$ cat src/rtl/mdio_pkg.sv
`timescale 1ns/1ps
package mdio_pkg;
    typedef enum logic [2:0] {
        ST_IDLE, ST_PRE, ST_CMD, ST_TA, ST_DATA, ST_FIN
    } mdio_state_e;

    localparam int ACC_GO    = 31;
    localparam int ACC_WR    = 30;
    localparam int ACC_ACK   = 29;
    localparam int ACC_REG   = 21;
    localparam int ACC_PHY   = 16;
    localparam int CTL_IDLE  = 31;
    localparam int CTL_EN    = 30;
    localparam int ADDR_W    = 5;
    localparam int DATA_W    = 16;
    localparam int CMD_LEN   = 4 + 2 * ADDR_W;
endpackage

$ cat src/rtl/mdio_clkgen.sv
`timescale 1ns/1ps
module mdio_clkgen #(
    parameter int DIV_W = 8
) (
    input  logic             clk,
    input  logic             rst_n,
    input  logic             en,
    input  logic [DIV_W-1:0] div,
    output logic             mdc,
    output logic             rise_tick,
    output logic             fall_tick
);
    logic [DIV_W-1:0] cnt;
    logic             wrap;

    assign wrap      = (cnt >= div);
    assign rise_tick = en && wrap && !mdc;
    assign fall_tick = en && wrap && mdc;

    always_ff @(posedge clk or negedge rst_n) begin
        if (!rst_n) begin
            cnt <= '0;
            mdc <= 1'b0;
        end else if (!en) begin
            cnt <= '0;
            mdc <= 1'b0;
        end else if (wrap) begin
            cnt <= '0;
            mdc <= ~mdc;
        end else begin
            cnt <= cnt + 1'b1;
        end
    end
endmodule

$ cat src/rtl/mdio_engine.sv
`timescale 1ns/1ps
module mdio_engine
    import mdio_pkg::*;
#(
    parameter int PRE_LEN = 32
) (
    input  logic              clk,
    input  logic              rst_n,
    input  logic              start,
    input  logic              rise_tick,
    input  logic              fall_tick,
    input  logic              is_write,
    input  logic [ADDR_W-1:0] phy_addr,
    input  logic [ADDR_W-1:0] reg_addr,
    input  logic [DATA_W-1:0] wdata,
    input  logic              mdio_i,
    output logic              mdio_o,
    output logic              mdio_oe,
    output logic              done,
    output logic              ack,
    output logic [DATA_W-1:0] rdata,
    output mdio_state_e       state
);
    localparam int CNT_W = ($clog2(PRE_LEN) < 4) ? 4 : $clog2(PRE_LEN);

    mdio_state_e        state_d;
    logic [CNT_W-1:0]   cnt, cnt_d;
    logic [CMD_LEN-1:0] cmd_q;
    logic [DATA_W-1:0]  wdat_q;
    logic               wr_q;
    logic               pend_ack, pend_dat;
    logic [3:0]         cmd_idx, dat_idx;

    assign cmd_idx = 4'(CMD_LEN - 1) - cnt[3:0];
    assign dat_idx = 4'(DATA_W - 1) - cnt[3:0];

    // next-state logic
    always_comb begin
        state_d = state;
        cnt_d   = cnt;
        unique case (state)
            ST_IDLE: if (start) begin
                state_d = ST_PRE;
                cnt_d   = '0;
            end
            ST_PRE: if (fall_tick) begin
                if (cnt == CNT_W'(PRE_LEN - 1)) begin
                    state_d = ST_CMD;
                    cnt_d   = '0;
                end else cnt_d = cnt + 1'b1;
            end
            ST_CMD: if (fall_tick) begin
                if (cnt == CNT_W'(CMD_LEN - 1)) begin
                    state_d = ST_TA;
                    cnt_d   = '0;
                end else cnt_d = cnt + 1'b1;
            end
            ST_TA: if (fall_tick) begin
                if (cnt == CNT_W'(1)) begin
                    state_d = ST_DATA;
                    cnt_d   = '0;
                end else cnt_d = cnt + 1'b1;
            end
            ST_DATA: if (fall_tick) begin
                if (cnt == CNT_W'(DATA_W - 1)) begin
                    state_d = ST_FIN;
                    cnt_d   = '0;
                end else cnt_d = cnt + 1'b1;
            end
            ST_FIN: if (fall_tick) state_d = ST_IDLE;
        endcase
    end

    // state register
    always_ff @(posedge clk or negedge rst_n) begin
        if (!rst_n) begin
            state <= ST_IDLE;
            cnt   <= '0;
        end else begin
            state <= state_d;
            cnt   <= cnt_d;
        end
    end

    // outputs: bus drive on falling ticks, capture on rising ticks
    always_ff @(posedge clk or negedge rst_n) begin
        if (!rst_n) begin
            mdio_o   <= 1'b1;
            mdio_oe  <= 1'b0;
            done     <= 1'b0;
            ack      <= 1'b0;
            rdata    <= '0;
            pend_ack <= 1'b0;
            pend_dat <= 1'b0;
            cmd_q    <= '0;
            wdat_q   <= '0;
            wr_q     <= 1'b0;
        end else begin
            done <= 1'b0;
            if (state == ST_IDLE && start) begin
                cmd_q  <= {2'b01, is_write ? 2'b01 : 2'b10, phy_addr, reg_addr};
                wdat_q <= wdata;
                wr_q   <= is_write;
                ack    <= 1'b0;
                rdata  <= '0;
            end
            if (fall_tick) begin
                pend_ack <= 1'b0;
                pend_dat <= 1'b0;
                unique case (state)
                    ST_IDLE: begin
                        mdio_o  <= 1'b1;
                        mdio_oe <= 1'b0;
                    end
                    ST_PRE: begin
                        mdio_o  <= 1'b1;
                        mdio_oe <= 1'b1;
                    end
                    ST_CMD: begin
                        mdio_o  <= cmd_q[cmd_idx];
                        mdio_oe <= 1'b1;
                    end
                    ST_TA: begin
                        if (wr_q) begin
                            mdio_o  <= (cnt == '0);
                            mdio_oe <= 1'b1;
                        end else begin
                            mdio_o   <= 1'b1;
                            mdio_oe  <= 1'b0;
                            pend_ack <= cnt[0];
                        end
                    end
                    ST_DATA: begin
                        if (wr_q) begin
                            mdio_o  <= wdat_q[dat_idx];
                            mdio_oe <= 1'b1;
                        end else begin
                            mdio_o   <= 1'b1;
                            mdio_oe  <= 1'b0;
                            pend_dat <= 1'b1;
                        end
                    end
                    ST_FIN: begin
                        mdio_o  <= 1'b1;
                        mdio_oe <= 1'b0;
                        done    <= 1'b1;
                    end
                endcase
            end
            if (rise_tick) begin
                if (pend_ack) ack <= ~mdio_i;
                if (pend_dat) rdata <= {rdata[DATA_W-2:0], mdio_i};
            end
        end
    end
endmodule

$ cat src/rtl/mdio_mgmt_ctrl.sv
`timescale 1ns/1ps
module mdio_mgmt_ctrl
    import mdio_pkg::*;
#(
    parameter int DIV_W   = 8,
    parameter int PRE_LEN = 32
) (
    input  logic        clk,
    input  logic        rst_n,
    input  logic        wr_en,
    input  logic        wr_sel,
    input  logic [31:0] wr_data,
    output logic [31:0] ctrl_q,
    output logic [31:0] access_q,
    output logic        mdc,
    output logic        mdio_o,
    output logic        mdio_oe,
    input  logic        mdio_i
);
    logic              en_q, go_q, wr_q, ack_q;
    logic [DIV_W-1:0]  div_q;
    logic [ADDR_W-1:0] reg_q, phy_q;
    logic [DATA_W-1:0] data_q;
    logic              rise_tick, fall_tick, start;
    logic              eng_done, eng_ack;
    logic [DATA_W-1:0] eng_rdata;
    mdio_state_e       eng_state;
    logic              unused_wr_bits;

    assign unused_wr_bits = ^{wr_data[29:26], wr_data[29:DIV_W]};

    assign start = go_q && en_q && !eng_done && (eng_state == ST_IDLE);

    always_ff @(posedge clk or negedge rst_n) begin
        if (!rst_n) begin
            en_q   <= 1'b0;
            div_q  <= '0;
            go_q   <= 1'b0;
            wr_q   <= 1'b0;
            ack_q  <= 1'b0;
            reg_q  <= '0;
            phy_q  <= '0;
            data_q <= '0;
        end else begin
            if (wr_en && !wr_sel) begin
                en_q  <= wr_data[CTL_EN];
                div_q <= wr_data[DIV_W-1:0];
            end
            if (eng_done) begin
                go_q  <= 1'b0;
                ack_q <= !wr_q && eng_ack;
                if (!wr_q) data_q <= eng_rdata;
            end else if (wr_en && wr_sel && !go_q) begin
                go_q   <= wr_data[ACC_GO];
                wr_q   <= wr_data[ACC_WR];
                ack_q  <= 1'b0;
                reg_q  <= wr_data[ACC_REG +: ADDR_W];
                phy_q  <= wr_data[ACC_PHY +: ADDR_W];
                data_q <= wr_data[DATA_W-1:0];
            end
        end
    end

    assign ctrl_q   = {(eng_state == ST_IDLE), en_q, {(30-DIV_W){1'b0}}, div_q};
    assign access_q = {go_q, wr_q, ack_q, 3'b000, reg_q, phy_q, data_q};

    mdio_clkgen #(.DIV_W(DIV_W)) u_clkgen (
        .clk       (clk),
        .rst_n     (rst_n),
        .en        (en_q),
        .div       (div_q),
        .mdc       (mdc),
        .rise_tick (rise_tick),
        .fall_tick (fall_tick)
    );

    mdio_engine #(.PRE_LEN(PRE_LEN)) u_engine (
        .clk       (clk),
        .rst_n     (rst_n),
        .start     (start),
        .rise_tick (rise_tick),
        .fall_tick (fall_tick),
        .is_write  (wr_q),
        .phy_addr  (phy_q),
        .reg_addr  (reg_q),
        .wdata     (data_q),
        .mdio_i    (mdio_i),
        .mdio_o    (mdio_o),
        .mdio_oe   (mdio_oe),
        .done      (eng_done),
        .ack       (eng_ack),
        .rdata     (eng_rdata),
        .state     (eng_state)
    );
endmodule

$ cat config.mk
export PLATFORM = sky130hd
export DESIGN_NAME = mdio_mgmt_ctrl
export DESIGN_NICKNAME = d
export VERILOG_FILES = /design/src/rtl/mdio_pkg.sv /design/src/rtl/mdio_clkgen.sv /design/src/rtl/mdio_engine.sv /design/src/rtl/mdio_mgmt_ctrl.sv
export SDC_FILE = /design/constraint.sdc
export NUM_CORES = 1
export LEC_CHECK = 0
export CAP_MARGIN = 30
export CORE_ASPECT_RATIO = 0.7
export CORE_MARGIN = 3
export CORE_UTILIZATION = 40
export CTS_CLUSTER_SIZE = 8
export DETAILED_ROUTE_END_ITERATION = 6
export GPL_TIMING_DRIVEN = 0
export PLACE_DENSITY = 0.7
export REMOVE_ABC_BUFFERS = 1
export SLEW_MARGIN = 10
export SYNTH_ARGS = -nofsm -noshare
export SYNTH_HDL_FRONTEND = slang
export SYNTH_SLANG_ARGS = --single-unit
$ cat constraint.sdc
create_clock -name clk -period 3 [get_ports clk]
set_clock_uncertainty 0.05 [all_clocks]
set_input_delay 0.6 -clock clk [delete_from_list [all_inputs] [get_ports clk]]
set_output_delay 0.6 -clock clk [all_outputs]
set_load 0.02 [all_outputs]
# Word level (Yosys, flattened, before mapping)
# Index checks and enable logic that the tools add are counted.
# W data, S select, Z words.
[totals]
reg_bits = 107
word_cells = 135
[op_classes]
addsub = 4
magnitude_cmp = 3
eq_ne = 21
n_mux = 54
bitwise_logic = 3
reduce_logical = 28
[op_table]
columns = ["operator", "n"]
rows = [
  ["$mux W16", 6],
  ["$mux W5", 9],
  ["$mux W3", 10],
  ["$pmux W5 S5", 1],
  ["$mux W1", 20],
  ["$pmux W3 S6", 1],
  ["$mux W8", 2],
  ["$ne A2 B1 Y1 const B", 6],
  ["$ne A2 B2 Y1 const B", 6],
  ["$logic_and A1 B1 Y1", 11],
  ["$eq A5 B4 Y1 const B", 2],
  ["$lt A4 B5 Y1 const B", 2],
  ["$reduce_and A10 Y1", 1],
  ["$add A8 B1 Y8 const B", 1],
  ["$bmux W1 S4", 2],
  ["$ge A8 B8 Y1", 1],
  ["$sub A4 B4 Y4 const A", 2],
  ["$eq A3 B2 Y1 const B", 2],
  ["$eq A3 B3 Y1 const B", 2],
  ["$reduce_and A6 Y1", 1],
  ["$reduce_or A2 Y1", 3],
  ["$add A5 B1 Y5 const B", 1],
  ["$eq A5 B1 Y1 const B", 1],
  ["$eq A5 B5 Y1 const B", 1],
  ["12 further kinds", 19],
]

# Depth between registers and ports, before layout
# Gate-level depths: netlist of run 1.
[depth]
ltp_word = 7
mapped_depth = 9

# Hierarchy
# From an unflattened synthesis of run 1, not the netlist that was laid out.
[unflattened]
cells_unflattened = 465
hier_area_um2 = 5525.3
[modules_own_cells]
columns = ["module", "n_inst", "cells_per_inst", "area_per_inst_um2"]
rows = [
  ["mdio_engine", 1, 259, 2902.8],
  ["mdio_mgmt_ctrl", 1, 137, 1939.4],
  ["mdio_clkgen", 1, 69, 683.2],
]

# Worst setup path before layout of run 1
# No wires, ideal clock.
[synth_path]
path_kind = "register -> register"
startpoint = "reg div_q[0]"
endpoint = "reg u_engine.cnt[0]"
setup_ns = 0.125
arrival_ns = 2.295
path_slack_ns = 0.530
path_stages_with_launch = 7
n_path_buf = 0
path_cell_list = "dfrtp_1 ha_1 nand2b_4 a2111o_4 a2111oi_4 or2_2 mux2_2"
[synth_between]
elab_chain_cells = 5
elab_cells_between_ends = 8
[synth_rtl]
columns = ["item", "line", "rtl"]
rows = [
  ["start, declared", "mdio_mgmt_ctrl.sv:21", "logic [DIV_W-1:0] div_q;"],
  ["start signal, assigned", "mdio_mgmt_ctrl.sv:47", "div_q <= wr_data[DIV_W-1:0];"],
  ["$ge A8 B8 Y1 (*)", "mdio_clkgen.sv:16", "assign wrap = (cnt >= div);"],
  ["$logic_and A1 B1 Y1 (*) (2 in a row)", "mdio_clkgen.sv:18", "assign fall_tick = en && wrap && mdc;"],
  ["$ne A2 B2 Y1 (no source line)", "--", ""],
  ["$reduce_and A6 Y1 (no source line) (*)", "--", ""],
  ["end signal, assigned", "mdio_engine.sv:81", "cnt <= cnt_d;"],
  ["end, declared", "mdio_engine.sv:27", "logic [CNT_W-1:0] cnt, cnt_d;"],
]
# Every way passes the cells marked *; elsewhere a longest branch is shown, timed or not.
# A chain may end at the register's enable or synchronous reset.

# Worst setup path after layout of run 1
[layout_path]
startpoint = "reg u_clkgen.cnt[5]"
endpoint = "reg u_engine.rdata[9]"
[layout_between]
elab_chain_cells = 4
[layout_rtl]
columns = ["item", "line", "rtl"]
rows = [
  ["start, declared", "mdio_clkgen.sv:13", "logic [DIV_W-1:0] cnt;"],
  ["start signal, assigned", "mdio_clkgen.sv:31", "cnt <= cnt + 1'b1;"],
  ["$ge A8 B8 Y1", "mdio_clkgen.sv:16", ""],
  ["$logic_and A1 B1 Y1 (2 in a row)", "mdio_clkgen.sv:17", "assign rise_tick = en && wrap && !mdc;"],
  ["$mux W16", "mdio_engine.sv:150", "if (rise_tick) begin"],
  ["end signal, assigned", "mdio_engine.sv:152", "if (pend_dat) rdata <= {rdata[DATA_W-2:0], mdio_i};"],
  ["end, declared", "mdio_engine.sv:21", "output logic [DATA_W-1:0] rdata,"],
]
# No other way between the ends.

==> results of run 1 <==
==> flip-flops by register name (all words and copies together) (netlist names), 3 cells and up <==
name             flops
u_engine.cnt         5
u_clkgen.cnt         8
u_engine.cmd_q      13
reg_q                5
phy_q                5
u_engine.state       3
u_engine.wdat_q     16
data_q              16
u_engine.rdata      16
div_q                8
==> per-stage QoR <==
step	instances	hold WS (ps)	util
final	797	81.84	0.5014
after global routing	797	96.36	0.5014
after CTS	796	83.99	0.5007
after detailed placement	780	409.8	0.4763
after global placement	773	400.1	0.4662
after floorplan	514	254.4	-
==> Yosys cell counts, drive strengths merged (2+ instances only) <==
cell type | number | area, sq um
clkbuf | 18 | 67.56
o31ai | 5 | 37.54
nand2 | 133 | 499.2
nand3 | 10 | 50.05
nand3b | 6 | 45.04
o22ai | 2 | 12.51
xnor2 | 3 | 26.28
and2 | 3 | 18.77
dfrtp | 105 | 2628
mux2 | 14 | 157.7
a31oi | 2 | 18.77
inv | 31 | 116.4
mux2i | 37 | 370.4
nand4 | 2 | 12.51
nor2b | 4 | 25.02
ha | 17 | 212.7
nor3 | 6 | 30.03
nor4b | 3 | 26.28
a211oi | 4 | 42.54
buf | 37 | 279.0
xor2 | 5 | 43.79
mux4 | 7 | 157.7
o21ai | 37 | 185.2
nor2 | 14 | 52.55
a2111oi | 3 | 45.05
and3 | 3 | 20.02
nand2b | 6 | 45.04
a21oi | 9 | 48.80
==> routing by layer <==
metal / GRT usage / share of wire / vias to the layer above
li1: - / - / 1905
met1: 0.2348 / 0.50 / 1955
met2: 0.2474 / 0.45 / 90
met3: 0.03236 / 0.040 / 8
met4: 0.03455 / 0.0086 / 0
met5: 0 / 0 / -
==> area by class of cell <==
class / count / area, sq um / share of cell area
Sequential cell: 106 / 2655 / 0.3991
Multi-Input combinational cell: 377 / 2465 / 0.3705
Timing Repair Buffer: 82 / 860.8 / 0.1294
Clock buffer: 11 / 252.7 / 0.03799
Tap cell: 185 / 231.5 / 0.03479
Inverter: 31 / 116.4 / 0.01749
Clock inverter: 5 / 71.32 / 0.01072
==> worst reg2reg max path, delay by kind of cell, from the launching register on <==
kind	cells	cell delay, ps
buffers and inverters	1	280
adder cells (fa/ha/maj)	1	310
flip-flops	1	430
multiplexers	1	210
AND/OR/NAND/NOR	2	810
AO/OA/AOI/OAI	2	560
==> logic make-up after synthesis <==
group,count (synthesis)
simple gates,199
flops,106
buf+inv,86
compound gates,70
mux,58
fa+ha+maj,17
xor+xnor,8
other cells,1
==> power by group through the flow <==
stage	clock network [uW]	registers [uW]	logic, uW
4_1_cts	1290	2010	1090
6_report	1250	2000	1080
5_1_grt	1340	2050	1180
3_5_place_dp	0	2030	1080
2_1_floorplan	0	2120	459
3_3_place_gp	0	2020	1050
==> worst min path at each step <==
| stage | to | slack [ps] | cells past startpoint |
|---|---|---|---|
| CTS | phy_q[2]$_DFFE_PN0P_ | 80 | 1 |
| floorplan | ack_q$_DFFE_PN0P_ | 250 | 0 |
| finish | phy_q[1]$_DFFE_PN0P_ | 80 | 1 |
| global route | reg_q[2]$_DFFE_PN0P_ | 100 | 1 |
| detailed placement | u_engine.wdat_q[6]$_DFFE_PN0P_ | 410 | 2 |
| global placement | u_engine.cmd_q[12]$_DFFE_PN0P_ | 400 | 1 |
==> impl_metrics.csv, run 1 <==
group,metric,value,unit
outcome,status,"complete, no violations",
yosys,synth-compound-area-share,0.08577,
detailed_routing,avgRoutedWirePerCell,14.85,um
floorplanning,initial_utilization,0.4123,
detailed_routing,via_per_inst,4.966,
grt,grt_pass1_wl,19850,um
placement,place_congestion,0.8420,
timing,slew_viol_final,0,
timing,period_needed,2732,ps
clock_network,clock-root-buffer,"clkbuf_16",
timing,worstMarginPinSlew,873.6,ps
setup_path,r2r_slack,270,ps
clock_network,cts_buffers,9,
timing,setup_violations,0,
timing,rsz0062_at_grt,"no",
yosys,yosys_warnings,0,
min_path,hold_class,"in -> async",
grt,grt.total_usage,0.1603,
yosys,avgSynthCellArea,10.04,sq um
final_layout,fin_nets,661,
final_layout,diodes,0,
power,ir_worst_vdd,0.3352,mV
final_layout,fill_cells,1202,
setup_path,arrival,2960,ps
final_layout,layout-drive-gt1-share,0.1029,
clock_network,clock-sinks,106,
placement,pre_cts_ws,41.69,ps
yosys,muxShareOfSynthArea,0.1253,
timing,setup_ws,268.4,ps
clock_network,clk_pin_slew_worst_paths,70,ps
setup_path,critPathCaptureType,"register",
setup_path,cp_top_family,"simple AND/OR/NAND/NOR gates",
yosys,ys_types,57,
yosys,syn_inst,545,
clock_network,cts_setup_buffers,0,
setup_path,startpoint,"u_clkgen.cnt[5]$_DFF_PN0_",
clock_network,htree_num_levels,3,
floorplanning,num_rows,35,
power,pwr-share-comb,0.248,
grt,grt_max_degree,75,
setup_path,startpoint_type,"register",
final_layout,area_growth,21.61,%
detailed_routing,via_count,3958,
grt,grt.overflow.total,0,
setup_path,cp_num_buf_inv,1,
yosys,synth_top_family_by_area,"simple AND/OR/NAND/NOR gates",
grt,grt_pass1_vias,3940,
final_layout,layout_commonest_cell,"nand2_1",
setup_path,crit_required,3220,ps
setup_path,r2r-start,"u_clkgen.cnt[5]$_DFF_PN0_",
detailed_routing,ant_nets,0,
detailed_routing,drc_errors,0,
setup_path,worstSetupPathDepth,7,
timing,fmax,0.3661,GHz
floorplanning,fp.dieW,145.8,um
setup_path,worst-setup-path-type,"reg -> reg",
floorplanning,boundaryPins,104,
setup_path,cp_slowest_cell,"nor4bb_4",
grt,antenna_found_initial,0,
power,power.density,651.4,mW/mm^2
clock_network,cts_tree,"built",
final_layout,final_area,0.006653,sq mm
yosys,ys_seq_elements,106,
timing,tns,0,ps
yosys,async_flop_share,1.000,
yosys,synth_edf_count,0,
final_layout,mostFrequentLayoutCells,"nand2_1 (133), dfrtp_1 (104), clkdlybuf4s50_1 (73)",
power,p_switching,1344,uW
power,finalPower,4333,uW
job,drv_cap,0,
yosys,synth-xor-area-share,0.01281,
setup_path,worst-path-max-fanout,10,
placement,dp_hpwl,8555,um
timing,final-hold-violation-count,0,
setup_path,r2r_cells,7,
yosys,yosysSeqAreaShare,0.4851,
power,intPower,2989,uW
yosys,synth_area,0.005470,sq mm
power,p_sw_frac,0.3103,
placement,placed_area,0.006320,sq mm
detailed_routing,wirelength,11840,um
floorplanning,dieHeight,103.8,um
clock_network,clock_latency,350,ps
yosys,synthFlopType,"dfrtp_1",
yosys,synthSimpleGateAreaFrac,0.1667,
detailed_routing,first_pass_iters,4,
setup_path,slowest_delay,700,ps
setup_path,cp-endpoint,"u_engine.rdata[9]$_DFF_PN0_",
timing,fin_crit_sh,0.9105,
detailed_routing,drt-initial-drc-count,231,
floorplanning,core_area,0.01327,sq mm
timing,timing.slew.headroom,0.4176,
power,p_leak,0.002906,uW
clock_network,postCtsHoldBufs,0,
setup_path,path_cells,"ha_1 > nand4_1 > a21oi_2 > a211oi_4 > nor4bb_4 > buf_6 > mux2i_1",
clock_network,cts-resized-gates,0,
clock_network,cts_max_path_buffers,2,
power,p_seq_frac,0.463,
yosys,synth_fa_ha_area_frac,0.03888,
placement,place.port_buffers,74,
power,p_clk_frac,0.289,
floorplanning,die-area,0.01514,sq mm
setup_path,r2r-end,"u_engine.rdata[9]$_DFF_PN0_",
Power figures use the tool's default switching activity.
==> run 2: changes to the inputs <==
CORE_MARGIN = 2   (was 3)
==> run 2 against run 1 <==
Maximum frequency shrank 0.63%. Power shrank 2.2%. Critical path depth grew 2. Final cell count is the same.
==> impl_metrics.csv, run 2 (synthesis gave the netlist of run 1 again) <==
group,metric,value,unit
setup_path,critPathCaptureType,"register",
setup_path,cp_top_family,"compound AO/OA/AOI/OAI gates",
final_layout,layout_commonest_cell,"nand2_1",
clock_network,clock-sinks,106,
grt,antenna_found_initial,0,
timing,fin_crit_sh,0.9163,
clock_network,htree_num_levels,3,
final_layout,area_growth,21.20,%
grt,grt.total_usage,0.1747,
timing,rsz0062_at_grt,"no",
outcome,status,"complete, no violations",
placement,pre_cts_ws,-31.28,ps
detailed_routing,drt-initial-drc-count,248,
floorplanning,num_rows,35,
floorplanning,initial_utilization,0.4123,
setup_path,worst-path-max-fanout,15,
clock_network,cts_tree,"built",
setup_path,cpMostUsedCell,"ha_1",
job,drv_cap,0,
placement,placed_area,0.006320,sq mm
timing,period_needed,2749,ps
setup_path,worst-setup-path-type,"reg -> reg",
clock_network,cts_max_path_buffers,2,
setup_path,cp_slowest_cell,"dfrtp_2",
placement,dp_hpwl,8607,um
clock_network,clock-root-buffer,"clkbuf_16",
placement,place.port_buffers,74,
floorplanning,dieHeight,101.8,um
grt,grt_pass1_wl,19980,um
floorplanning,core_area,0.01327,sq mm
timing,final-hold-violation-count,0,
final_layout,final_area,0.006630,sq mm
clock_network,postCtsHoldBufs,0,
detailed_routing,drc_errors,0,
timing,setup_violations,0,
final_layout,diodes,0,
floorplanning,boundaryPins,104,
setup_path,slowest_delay,560,ps
detailed_routing,via_per_inst,4.996,
final_layout,fin_cells,797,
timing,whs,68.20,ps
setup_path,arrival,2910,ps
setup_path,crit_required,3170,ps
final_layout,reg_top3,"data_q (16), u_engine.rdata (16), u_engine.wdat_q (16)",
detailed_routing,via_count,3982,
detailed_routing,avgRoutedWirePerCell,15.22,um
setup_path,cp_num_buf_inv,1,
clock_network,cts_buffers,9,
placement,place_congestion,0.8344,
final_layout,layout-drive-gt1-share,0.1062,
clock_network,clk_pin_slew_worst_paths,70,ps
detailed_routing,wirelength,12130,um
timing,worstMarginPinSlew,846.6,ps
timing,timing.slew.headroom,0.4356,
timing,slew_viol_final,0,
final_layout,mostFrequentLayoutCells,"nand2_1 (133), dfrtp_1 (104), clkdlybuf4s50_1 (73)",
grt,grt.overflow.total,0,
detailed_routing,first_pass_iters,5,
placement,placed_cells,780,
timing,setup_ws,251.1,ps
setup_path,startpoint_type,"register",
floorplanning,fp.dieW,143.8,um
final_layout,fin_nets,661,
power,power.density,639.3,mW/mm^2
floorplanning,die-area,0.01464,sq mm
grt,grt_pass1_vias,3973,
clock_network,clock_latency,360,ps
power,p_leak,0.002895,uW
grt,grt_max_degree,76,
setup_path,path_cells,"ha_1 > nand3_1 > inv_1 > ha_1 > nor4b_1 > a211oi_2 > and4_1 > a2111oi_0 > o31ai_1",
power,ir_worst_vdd,0.3723,mV
timing,fmax,0.3638,GHz
min_path,hold_class,"in -> async",
detailed_routing,ant_nets,0,
==> run 2: changes by cell type in the layout (fill, tap and decap cells not counted) <==
| cell | before | now |
|---|---|---|
| inv_8 | 0 | 1 |
| a211oi_1 | 3 | 2 |
| nor4b_1 | 3 | 2 |
| bufinv_16 | 1 | 0 |
| a211oi_2 | 0 | 1 |
| clkinv_8 | 1 | 0 |
| nor4b_2 | 0 | 1 |
| clkinv_2 | 0 | 2 |
| inv_6 | 1 | 0 |
==> run 2: power breakdown <==
group | internal, uW | leakage [uW] | switching, uW
logic | 542 | 0.00138 | 535
registers | 1740 | 0.00137 | 263
clock network | 613 | 0.000143 | 544
total | 2900 | 0.00290 | 1340
==> run 2: final timing paths <==
check | depth (start not counted) | start | slack, ps | to
worst max-delay path | 9 | u_engine.cnt[0]$_DFFE_PN0P_ | 250 | u_engine.state[0]$_DFFE_PN0P_
worst min register to register | 2 | u_engine.wdat_q[8]$_DFFE_PN0P_ | 420 | u_engine.wdat_q[8]$_DFFE_PN0P_
worst min-delay path | 1 | rst_n | 70 | phy_q[1]$_DFFE_PN0P_
worst max register to register | 9 | u_engine.cnt[0]$_DFFE_PN0P_ | 250 | u_engine.state[0]$_DFFE_PN0P_
min in group clk | 2 | u_engine.wdat_q[8]$_DFFE_PN0P_ | 420 | u_engine.wdat_q[8]$_DFFE_PN0P_
max in group asynchronous | 2 | rst_n | 2160 | u_engine.wdat_q[13]$_DFFE_PN0P_
==> run 2: final cells by class <==
class | count | area, sq um
Clock buffer | 11 | 252.7
Clock inverter | 5 | 37.54
Fill cell | 1197 | 6639
Inverter | 31 | 116.4
Multi-Input combinational cell | 377 | 2476
Sequential cell | 106 | 2655
Tap cell | 185 | 231.5
Timing Repair Buffer | 82 | 860.8
==> run 2: what timing repair did <==
item | CTS | global route
setup endpoints to repair | 1 | 1
resized for setup | 1 | 2
buffers inserted | 0 | 0
==> run 2: per-layer routing <==
layer  global-route usage  up-vias  wire length, um
li1                     -     1906                -
met1               0.2446     1952             5872
met2               0.2766      114             5565
met3              0.03983       10              569
met4              0.04751        0              123
met5                    0        -                0
==> run 2: stage by stage <==
step	power (uW)	util	setup TNS, ps
2_1_floorplan	2579	-	-5953
3_3_place_gp	3078	0.4662	-330470
3_5_place_dp	3111	0.4763	-31.28
4_1_cts	4274	0.4983	0
5_1_grt	4479	0.4997	0
6_report	4239	0.4997	0
